**src/rtl/timer64_pkg.sv**
```systemverilog
package timer64_pkg;

    typedef enum logic [2:0] {
        A_CNT_LO  = 3'd0,
        A_CNT_HI  = 3'd1,
        A_CMP_LO  = 3'd2,
        A_CMP_HI  = 3'd3,
        A_STEP    = 3'd4,
        A_CTRL    = 3'd5,
        A_IEN     = 3'd6,
        A_ISTAT   = 3'd7
    } reg_addr_e;

    typedef enum logic [1:0] {
        CMP_IDLE  = 2'd0,
        CMP_ARMED = 2'd1,
        CMP_SPENT = 2'd2
    } cmp_state_e;

    localparam int BIT_RUN  = 0;
    localparam int BIT_CEN  = 1;
    localparam int BIT_AUTO = 2;

endpackage

```
**src/rtl/timer64_counter.sv**
```systemverilog
module timer64_counter #(
    parameter int CNT_W = 64
) (
    input  logic             clk,
    input  logic             rst_n,
    input  logic             run,
    input  logic             load,
    input  logic [CNT_W-1:0] load_val,
    output logic [CNT_W-1:0] cnt
);

    always_ff @(posedge clk or negedge rst_n) begin
        if (!rst_n) begin
            cnt <= '0;
        end else if (load) begin
            cnt <= load_val;
        end else if (run) begin
            cnt <= cnt + CNT_W'(1);
        end
    end

endmodule

```
**src/rtl/timer64_cmp.sv**
```systemverilog
module timer64_cmp
    import timer64_pkg::*;
#(
    parameter int DATA_W = 32,
    localparam int CNT_W = 2 * DATA_W
) (
    input  logic              clk,
    input  logic              rst_n,
    input  logic              cmp_en,
    input  logic              auto_inc,
    input  logic              wr_lo,
    input  logic              wr_hi,
    input  logic [DATA_W-1:0] wdata,
    input  logic [DATA_W-1:0] step,
    input  logic [CNT_W-1:0]  cnt,
    output logic [CNT_W-1:0]  cmp,
    output logic              match
);

    cmp_state_e state_q, state_d;
    logic       cmp_wr;

    assign cmp_wr = wr_lo || wr_hi;
    assign match  = (state_q == CMP_ARMED) && (cnt == cmp);

    always_ff @(posedge clk or negedge rst_n) begin
        if (!rst_n) begin
            state_q <= CMP_IDLE;
        end else begin
            state_q <= state_d;
        end
    end

    always_comb begin
        state_d = state_q;
        unique case (state_q)
            CMP_IDLE: begin
                if (cmp_en) state_d = CMP_ARMED;
            end
            CMP_ARMED: begin
                if (!cmp_en)                 state_d = CMP_IDLE;
                else if (match && !auto_inc) state_d = CMP_SPENT;
            end
            CMP_SPENT: begin
                if (!cmp_en)     state_d = CMP_IDLE;
                else if (cmp_wr) state_d = CMP_ARMED;
            end
            default: state_d = CMP_IDLE;
        endcase
    end

    always_ff @(posedge clk or negedge rst_n) begin
        if (!rst_n) begin
            cmp <= '0;
        end else if (cmp_wr) begin
            if (wr_lo) cmp[DATA_W-1:0]     <= wdata;
            if (wr_hi) cmp[CNT_W-1:DATA_W] <= wdata;
        end else if (match && auto_inc) begin
            cmp <= cmp + {{DATA_W{1'b0}}, step};
        end
    end

endmodule

```
**src/rtl/timer64_regs.sv**
```systemverilog
module timer64_regs
    import timer64_pkg::*;
#(
    parameter int DATA_W = 32,
    localparam int CNT_W = 2 * DATA_W
) (
    input  logic              clk,
    input  logic              rst_n,
    input  logic              wr_en,
    input  logic [2:0]        addr,
    input  logic [DATA_W-1:0] wdata,
    input  logic              match,
    input  logic [CNT_W-1:0]  cnt,
    input  logic [CNT_W-1:0]  cmp,
    output logic [DATA_W-1:0] rdata,
    output logic              run,
    output logic              cmp_en,
    output logic              auto_inc,
    output logic              load_cnt,
    output logic [CNT_W-1:0]  load_val,
    output logic              wr_cmp_lo,
    output logic              wr_cmp_hi,
    output logic [DATA_W-1:0] step,
    output logic              ie,
    output logic              stat
);

    reg_addr_e         sel;
    logic [DATA_W-1:0] stage;
    logic              clr_stat;

    assign sel       = reg_addr_e'(addr);
    assign load_cnt  = wr_en && (sel == A_CNT_HI);
    assign load_val  = {wdata, stage};
    assign wr_cmp_lo = wr_en && (sel == A_CMP_LO);
    assign wr_cmp_hi = wr_en && (sel == A_CMP_HI);
    assign clr_stat  = wr_en && (sel == A_ISTAT) && wdata[0];

    always_ff @(posedge clk or negedge rst_n) begin
        if (!rst_n) begin
            stage    <= '0;
            step     <= '0;
            run      <= 1'b0;
            cmp_en   <= 1'b0;
            auto_inc <= 1'b0;
            ie       <= 1'b0;
        end else if (wr_en) begin
            unique case (sel)
                A_CNT_LO: stage <= wdata;
                A_STEP:   step  <= wdata;
                A_CTRL: begin
                    run      <= wdata[BIT_RUN];
                    cmp_en   <= wdata[BIT_CEN];
                    auto_inc <= wdata[BIT_AUTO];
                end
                A_IEN:    ie    <= wdata[0];
                default:  ;
            endcase
        end
    end

    always_ff @(posedge clk or negedge rst_n) begin
        if (!rst_n) begin
            stat <= 1'b0;
        end else if (match) begin
            stat <= 1'b1;
        end else if (clr_stat) begin
            stat <= 1'b0;
        end
    end

    always_comb begin
        rdata = '0;
        unique case (sel)
            A_CNT_LO: rdata = cnt[DATA_W-1:0];
            A_CNT_HI: rdata = cnt[CNT_W-1:DATA_W];
            A_CMP_LO: rdata = cmp[DATA_W-1:0];
            A_CMP_HI: rdata = cmp[CNT_W-1:DATA_W];
            A_STEP:   rdata = step;
            A_CTRL: begin
                rdata[BIT_RUN]  = run;
                rdata[BIT_CEN]  = cmp_en;
                rdata[BIT_AUTO] = auto_inc;
            end
            A_IEN:    rdata[0] = ie;
            A_ISTAT:  rdata[0] = stat;
            default:  rdata = '0;
        endcase
    end

endmodule

```
**src/rtl/timer64.sv**
```systemverilog
module timer64 #(
    parameter int DATA_W = 32
) (
    input  logic              clk,
    input  logic              rst_n,
    input  logic              wr_en,
    input  logic [2:0]        addr,
    input  logic [DATA_W-1:0] wdata,
    output logic [DATA_W-1:0] rdata,
    output logic              irq
);

    localparam int CNT_W = 2 * DATA_W;

    logic              run, cmp_en, auto_inc;
    logic              load_cnt, wr_cmp_lo, wr_cmp_hi;
    logic              match, ie, stat;
    logic [CNT_W-1:0]  load_val, cnt, cmp;
    logic [DATA_W-1:0] step;

    timer64_regs #(.DATA_W(DATA_W)) u_regs (
        .clk       (clk),
        .rst_n     (rst_n),
        .wr_en     (wr_en),
        .addr      (addr),
        .wdata     (wdata),
        .match     (match),
        .cnt       (cnt),
        .cmp       (cmp),
        .rdata     (rdata),
        .run       (run),
        .cmp_en    (cmp_en),
        .auto_inc  (auto_inc),
        .load_cnt  (load_cnt),
        .load_val  (load_val),
        .wr_cmp_lo (wr_cmp_lo),
        .wr_cmp_hi (wr_cmp_hi),
        .step      (step),
        .ie        (ie),
        .stat      (stat)
    );

    timer64_counter #(.CNT_W(CNT_W)) u_counter (
        .clk      (clk),
        .rst_n    (rst_n),
        .run      (run),
        .load     (load_cnt),
        .load_val (load_val),
        .cnt      (cnt)
    );

    timer64_cmp #(.DATA_W(DATA_W)) u_cmp (
        .clk      (clk),
        .rst_n    (rst_n),
        .cmp_en   (cmp_en),
        .auto_inc (auto_inc),
        .wr_lo    (wr_cmp_lo),
        .wr_hi    (wr_cmp_hi),
        .wdata    (wdata),
        .step     (step),
        .cnt      (cnt),
        .cmp      (cmp),
        .match    (match)
    );

    assign irq = stat && ie;

endmodule

```
**config.mk**
```make
export PLATFORM = sky130hd
export DESIGN_NAME = timer64
export DESIGN_NICKNAME = d
export VERILOG_FILES = /design/src/rtl/timer64_pkg.sv /design/src/rtl/timer64_counter.sv /design/src/rtl/timer64_cmp.sv /design/src/rtl/timer64_regs.sv /design/src/rtl/timer64.sv
export SDC_FILE = /design/constraint.sdc
export NUM_CORES = 1
export LEC_CHECK = 0
export ABC_AREA = 1
export BUFFER_PORTS_ARGS = -buffer_cell sky130_fd_sc_hd__buf_2
export CAP_MARGIN = 20
export CORE_ASPECT_RATIO = 1.75
export CORE_UTILIZATION = 45
export CTS_CLUSTER_SIZE = 28
export DETAILED_ROUTE_END_ITERATION = 12
export PLACE_DENSITY = 0.71
export REMOVE_ABC_BUFFERS = 1
export SYNTH_ARGS = -nofsm -noshare
export SYNTH_HDL_FRONTEND = slang
export SYNTH_SLANG_ARGS = --single-unit
```
**constraint.sdc**
```tcl
create_clock -name clk -period 3.1 [get_ports clk]
set_clock_uncertainty 0.05 [all_clocks]
set_input_delay 0.155 -clock clk [delete_from_list [all_inputs] [get_ports clk]]
set_output_delay 0.155 -clock clk [all_outputs]
set_load 0.005 [all_outputs]
```
=== After elaboration in Yosys (flattened, before gate mapping) ===
Index checks and enable logic that the tools add are counted.

* $add $sub $neg: 2
* Equal/unequal tests: 15
* Multiplexer cells: 17
* Reduce and logical (&&, ||, !) cells: 23

{| class="wikitable"
|+ Operators with widths
! kind !! number
|-
| $mux 64 || 4
|-
| $pmux 29 s5 || 1
|-
| $add 64x1->64 const B || 1
|-
| $add 64x32->64 || 1
|-
| $eq 64x64->1 || 1
|-
| $mux 32 || 2
|-
| $eq 3x3->1 const B || 4
|-
| $pmux 2 s6 || 1
|-
| $reduce_and 2->1 || 6
|-
| $mux 2 || 5
|-
| $logic_and 1x1->1 || 9
|-
| $pmux 1 s8 || 1
|-
| $eq 3x2->1 const B || 2
|-
| $pmux 2 s3 || 1
|-
| $reduce_bool 2->1 || 3
|-
| $ne 2x1->1 const B || 2
|-
| $eq 3x1->1 const B || 1
|-
| $logic_not 3->1 || 1
|-
| $ne 3x2->1 const B || 1
|-
| $ne 3x3->1 const B || 1
|-
| $reduce_and 3->1 || 1
|-
| $eq 2x1->1 const B || 1
|-
| $eq 2x2->1 const B || 1
|-
| $logic_not 2->1 || 1
|-
| 4 further kinds || 5
|}

* Bits in registers: 199
* Input bits: 38
* Output and inout port bits: 33

=== Logic depth before layout (Yosys ltp) ===
* Depth in word-level cells: 6
* Gate-level depth with buffers: 17

=== Hierarchy ===
From an unflattened synthesis, not the netlist that was laid out.

* Cells, all modules: 3055
* Area, all modules: 17905.9 µm²

{| class="wikitable"
|+ Modules (own cells, without submodules)
! module !! instances !! cells each !! area each (µm²) !! seq. area each (µm²)
|-
| timer64_cmp || 1 || 1721 || 8917.3 || 1651.6
|-
| timer64_counter || 1 || 679 || 4585.6 || 1601.5
|-
| timer64_regs || 1 || 653 || 4395.5 || 1726.7
|-
| timer64 || 1 || 2 || 7.5 || 0.0
|}

=== Worst setup path after synthesis ===
No wires, ideal clock.

* Path type: flip-flop to flip-flop
* From: register u_cmp.cmp[0]
* To: register u_cmp.cmp[48]
* Setup time: 0.117 ns
* Arrival time: 2.004 ns
* Data required time: 2.933 ns
* Setup slack: 0.930 ns
* Cell stages (with the launch flop): 17
* Buffers on the path: 0
* Period minus slack after synthesis: 2.170 ns
* Cells stage by stage: dfrtp_1 > ha_1 > fa_1 > nand3_1 > nand3_1 > nand2_1 > nand2_1 > a21oi_1 > inv_1 > nand2_1 > nand2_1 > nand2_1 > nand2_1 > nand2_1 > nand2_1 > nand2_1 > nand2_1

* Longest elaborated chain between the ends: 5
* Elaborated cells on any way between the ends: 8
* Classes of those cells: add/sub: 1; eq/ne: 1; mux: 2; reduce/logical: 4

{| class="wikitable"
|+ RTL lines
! element !! line !! RTL
|-
| start: declaration || timer64_cmp.sv:16 || <nowiki>output logic [CNT_W-1:0] cmp,</nowiki>
|-
| start signal: indexed assignment || timer64_cmp.sv:56 || <nowiki>if (wr_lo) cmp[DATA_W-1:0] <= wdata;</nowiki>
|-
| start signal: indexed assignment || timer64_cmp.sv:57 || <nowiki>if (wr_hi) cmp[CNT_W-1:DATA_W] <= wdata;</nowiki>
|-
| start signal: assignment || timer64_cmp.sv:59 || <nowiki>cmp <= cmp + {{DATA_W{1'b0}}, step};</nowiki>
|-
| parallel branches: the longest is 5 deep, another holds $add 64x32->64 || n/a ||
|}

Parallel ways; which one is timed is not known. The select of a mux whose other input is x is not followed.
A chain may end at the register's enable or synchronous reset.

=== Worst setup path in the final report ===
* From: register u_cmp.cmp[2]
* To: register u_cmp.cmp[47]

Same word-level chain as after synthesis.

==> qor.csv <==
metric,value,unit
run_status,"complete, no violations",
grt_pass1_wl,117000,µm
start_util,45.6,%
crit_family,simple AND/OR/NAND/NOR gates,
worstHoldPathType,in -> reg,
finalSetupTns,0,ns
finalSetupViolations,0,
syn-instance-count,2651,
cts_tree,done,
cts.sinks,199,
placed_cell_area,0.0175,mm²
yosysMostFrequentCell,nand2_1,
rsz0062_at_grt,false,
timing.hold.ws,0.00969,ns
tightest_slew,0.982,ns
syn_avg_cell_area,6.20,µm²
drive_above_1_share,8.71,%
grt_overflow,0,
cts_buffers,17,
cp_cell_sequence,ha_1 > nand2_1 > nand3_1 > nand2_1 > nand2_1 > nand2_1 > nand2_1 > nand2_1 > nand3_1 > nand2_1 > nand3_1 > nand2_1 > nand2_1 > nand2_1,
slew_violations,0,
crit_required,3.43,ns
end_kind,flop,
drv_cap,0,
synth_edf_count,0,
synth_top_area_share,30.3,%
rows,92,
drt_wl_total,81300,µm
fillers,3838,
dieArea,0.0373,mm²
wl_per_cell,25.3,µm
io_pins,71,
grt_usage,43.8,%
final_nets,2804,
synth.distinct_cells,53,
yosysTopAreaCell,dfrtp_1,
post_cts_buffers,0,
synth_area_leaders,"dfrtp_1, nand2_1, inv_1",
fin_crit,2.94,ns
clkLatencyLatePin,0.49,ns
cts_max_path_buffers,2,
fin_area,0.0184,mm²
synth-main-ff-cell,dfrtp_1,
htreeDepth,4,
dpl.hpwl,64900,µm
place_congestion,1.05,
cpPeakStageDelay,0.48,ns
yosys_warnings,0,
clk_pin_slew,0.10,ns
synth_seq_cells,199,
syn_area,0.0164,mm²
setup_slack,0.158,ns
vias,18800,
power.total,14.7,mW
grt_max_degree,69,
path_buf_inv,0,
fin_crit_sh,94.9,%
dr.first_iter.drc_count,1844,
yosysSeqAreaShare,30.3,%
crit_fanout,7,
fp.coreArea,0.0360,mm²
relSlewSlack,34.5,%
dieHeight,255,µm
fin_cells,3215,
io_buffers,70,
ctsRootBufferMaster,clkbuf_16,
drt-vias-per-instance,5.86,
area_delta_synth_final,11.7,%
crit_type,reg -> reg,
dp_cells,3162,
hold_violations,0,
p_per_area,802,mW/mm²
postRouteAntennaNets,0,
p_leak,9.32,nW
max_freq,340,MHz
async_flop_share,100,%
fp.dieW,147,µm
utilization,51.0,%
dp_worst_setup_slack,0.149,ns
cp_slowest_cell,dfrtp_1,
crit_arrival,3.27,ns
antenna_found_initial,0,
drc,0,
ir_drop,0.000417,V
critPathLaunchType,flop,
crit_top_cell,nand2_1,
first_pass_iters,9,
grt_pass1_vias,18000,
n_antenna_cell,0,
synth.top_cells.by_count,"nand2_1, inv_1, nor2_1",
[worst paths after layout]
check | from | end | slack [ns] | depth (start not counted)
max | u_cmp.cmp[2] | u_cmp.cmp[47] | 0.16 | 14
min | wdata[25] | u_regs.stage[25] | 0.01 | 3
max reg2reg | u_cmp.cmp[2] | u_cmp.cmp[47] | 0.16 | 14
min reg2reg | u_regs.stage[25] | u_regs.stage[25] | 0.44 | 2
max in group asynchronous | rst_n | u_counter.cnt[29] | 2.03 | 3
min in group asynchronous | rst_n | u_cmp.cmp[59] | 0.19 | 2
[kinds of logic (layout without fill, tap and decap cells)]
group                      count (synthesis)  count (layout)  share of synthesized area [%]
xor gates and xnor gates                  96              96                           5.11
muxes                                      1               1                         0.0609
DFF                                      199             199                           30.3
buffers and inverters                    457             551                           11.0
and+or+nand+nor                         1527            1527                           38.4
adders and majority gates                 34              34                           2.63
AOI/OAI and AO/OA                        337             337                           12.4
[what timing repair did]
item,4_1_cts,5_1_grt
setup endpoints to repair,0,6
hold buffers,21,0
gates resized for setup,0,2
endpoints found under the hold margin,102,0
[worst min-delay path, stage by stage]
cell and delay [ns]:
buf_2 0.11, inv_1 0.09, o21ai_0 0.16
[state kept, by name, indices dropped and copies added (netlist names)]
signal and cells:
u_cmp.cmp 64, u_counter.cnt 64, u_regs.stage 32, u_regs.step 32, u_cmp.state_q 2, u_regs.auto_inc 1
u_regs.cmp_en 1, u_regs.ie 1, u_regs.run 1, u_regs.stat 1
[power breakdown]
group          leakage (nW)  internal, mW  switching, mW
Clock                 0.307          1.14           1.39
Sequential             2.53          3.45           1.53
Combinational          6.49          2.42           4.79
[routing by layer]
layer | global-route usage [%] | wire length (µm)
met1 | 49.1 | 28700
met3 | 7.04 | 6660
met5 | 0 | 0
met4 | 38.2 | 7990
met2 | 72.4 | 38000
[area by class of cell]
type / count / area, µm² / share of cell area [%]
Timing Repair Buffer: 154 / 1100 / 6.02
Multi-Input combinational cell: 1995 / 9670 / 52.7
Inverter: 365 / 1370 / 7.46
Sequential cell: 199 / 4980 / 27.1
Clock inverter: 15 / 221 / 1.21
Tap cell: 470 / 588 / 3.20
Clock buffer: 17 / 425 / 2.32
[placed cells by master (no fill, tap or decap), types with 8 or more instances in the layout]
master | netlist | layout
inv_2 | 21 | 21
nor2_2 | 8 | 9
clkbuf_16 | 0 | 17
xor2_1 | 87 | 87
dfrtp_1 | 199 | 199
buf_4 | 3 | 58
nor2_1 | 248 | 245
buf_2 | 26 | 69
nand3b_1 | 8 | 8
inv_1 | 342 | 342
nand3_1 | 140 | 140
nand2_1 | 1001 | 999
xnor2_1 | 9 | 9
o211ai_1 | 28 | 28
ha_1 | 33 | 33
nand4_1 | 33 | 33
a21oi_1 | 55 | 55
o22ai_1 | 16 | 16
a221oi_1 | 26 | 26
o21ai_0 | 163 | 163
o221ai_1 | 26 | 26
nand2_2 | 10 | 12
nor3_1 | 41 | 41
dlygate4sd3_1 | 0 | 21
o21ai_2 | 8 | 8
Power figures use the tool's default switching activity.
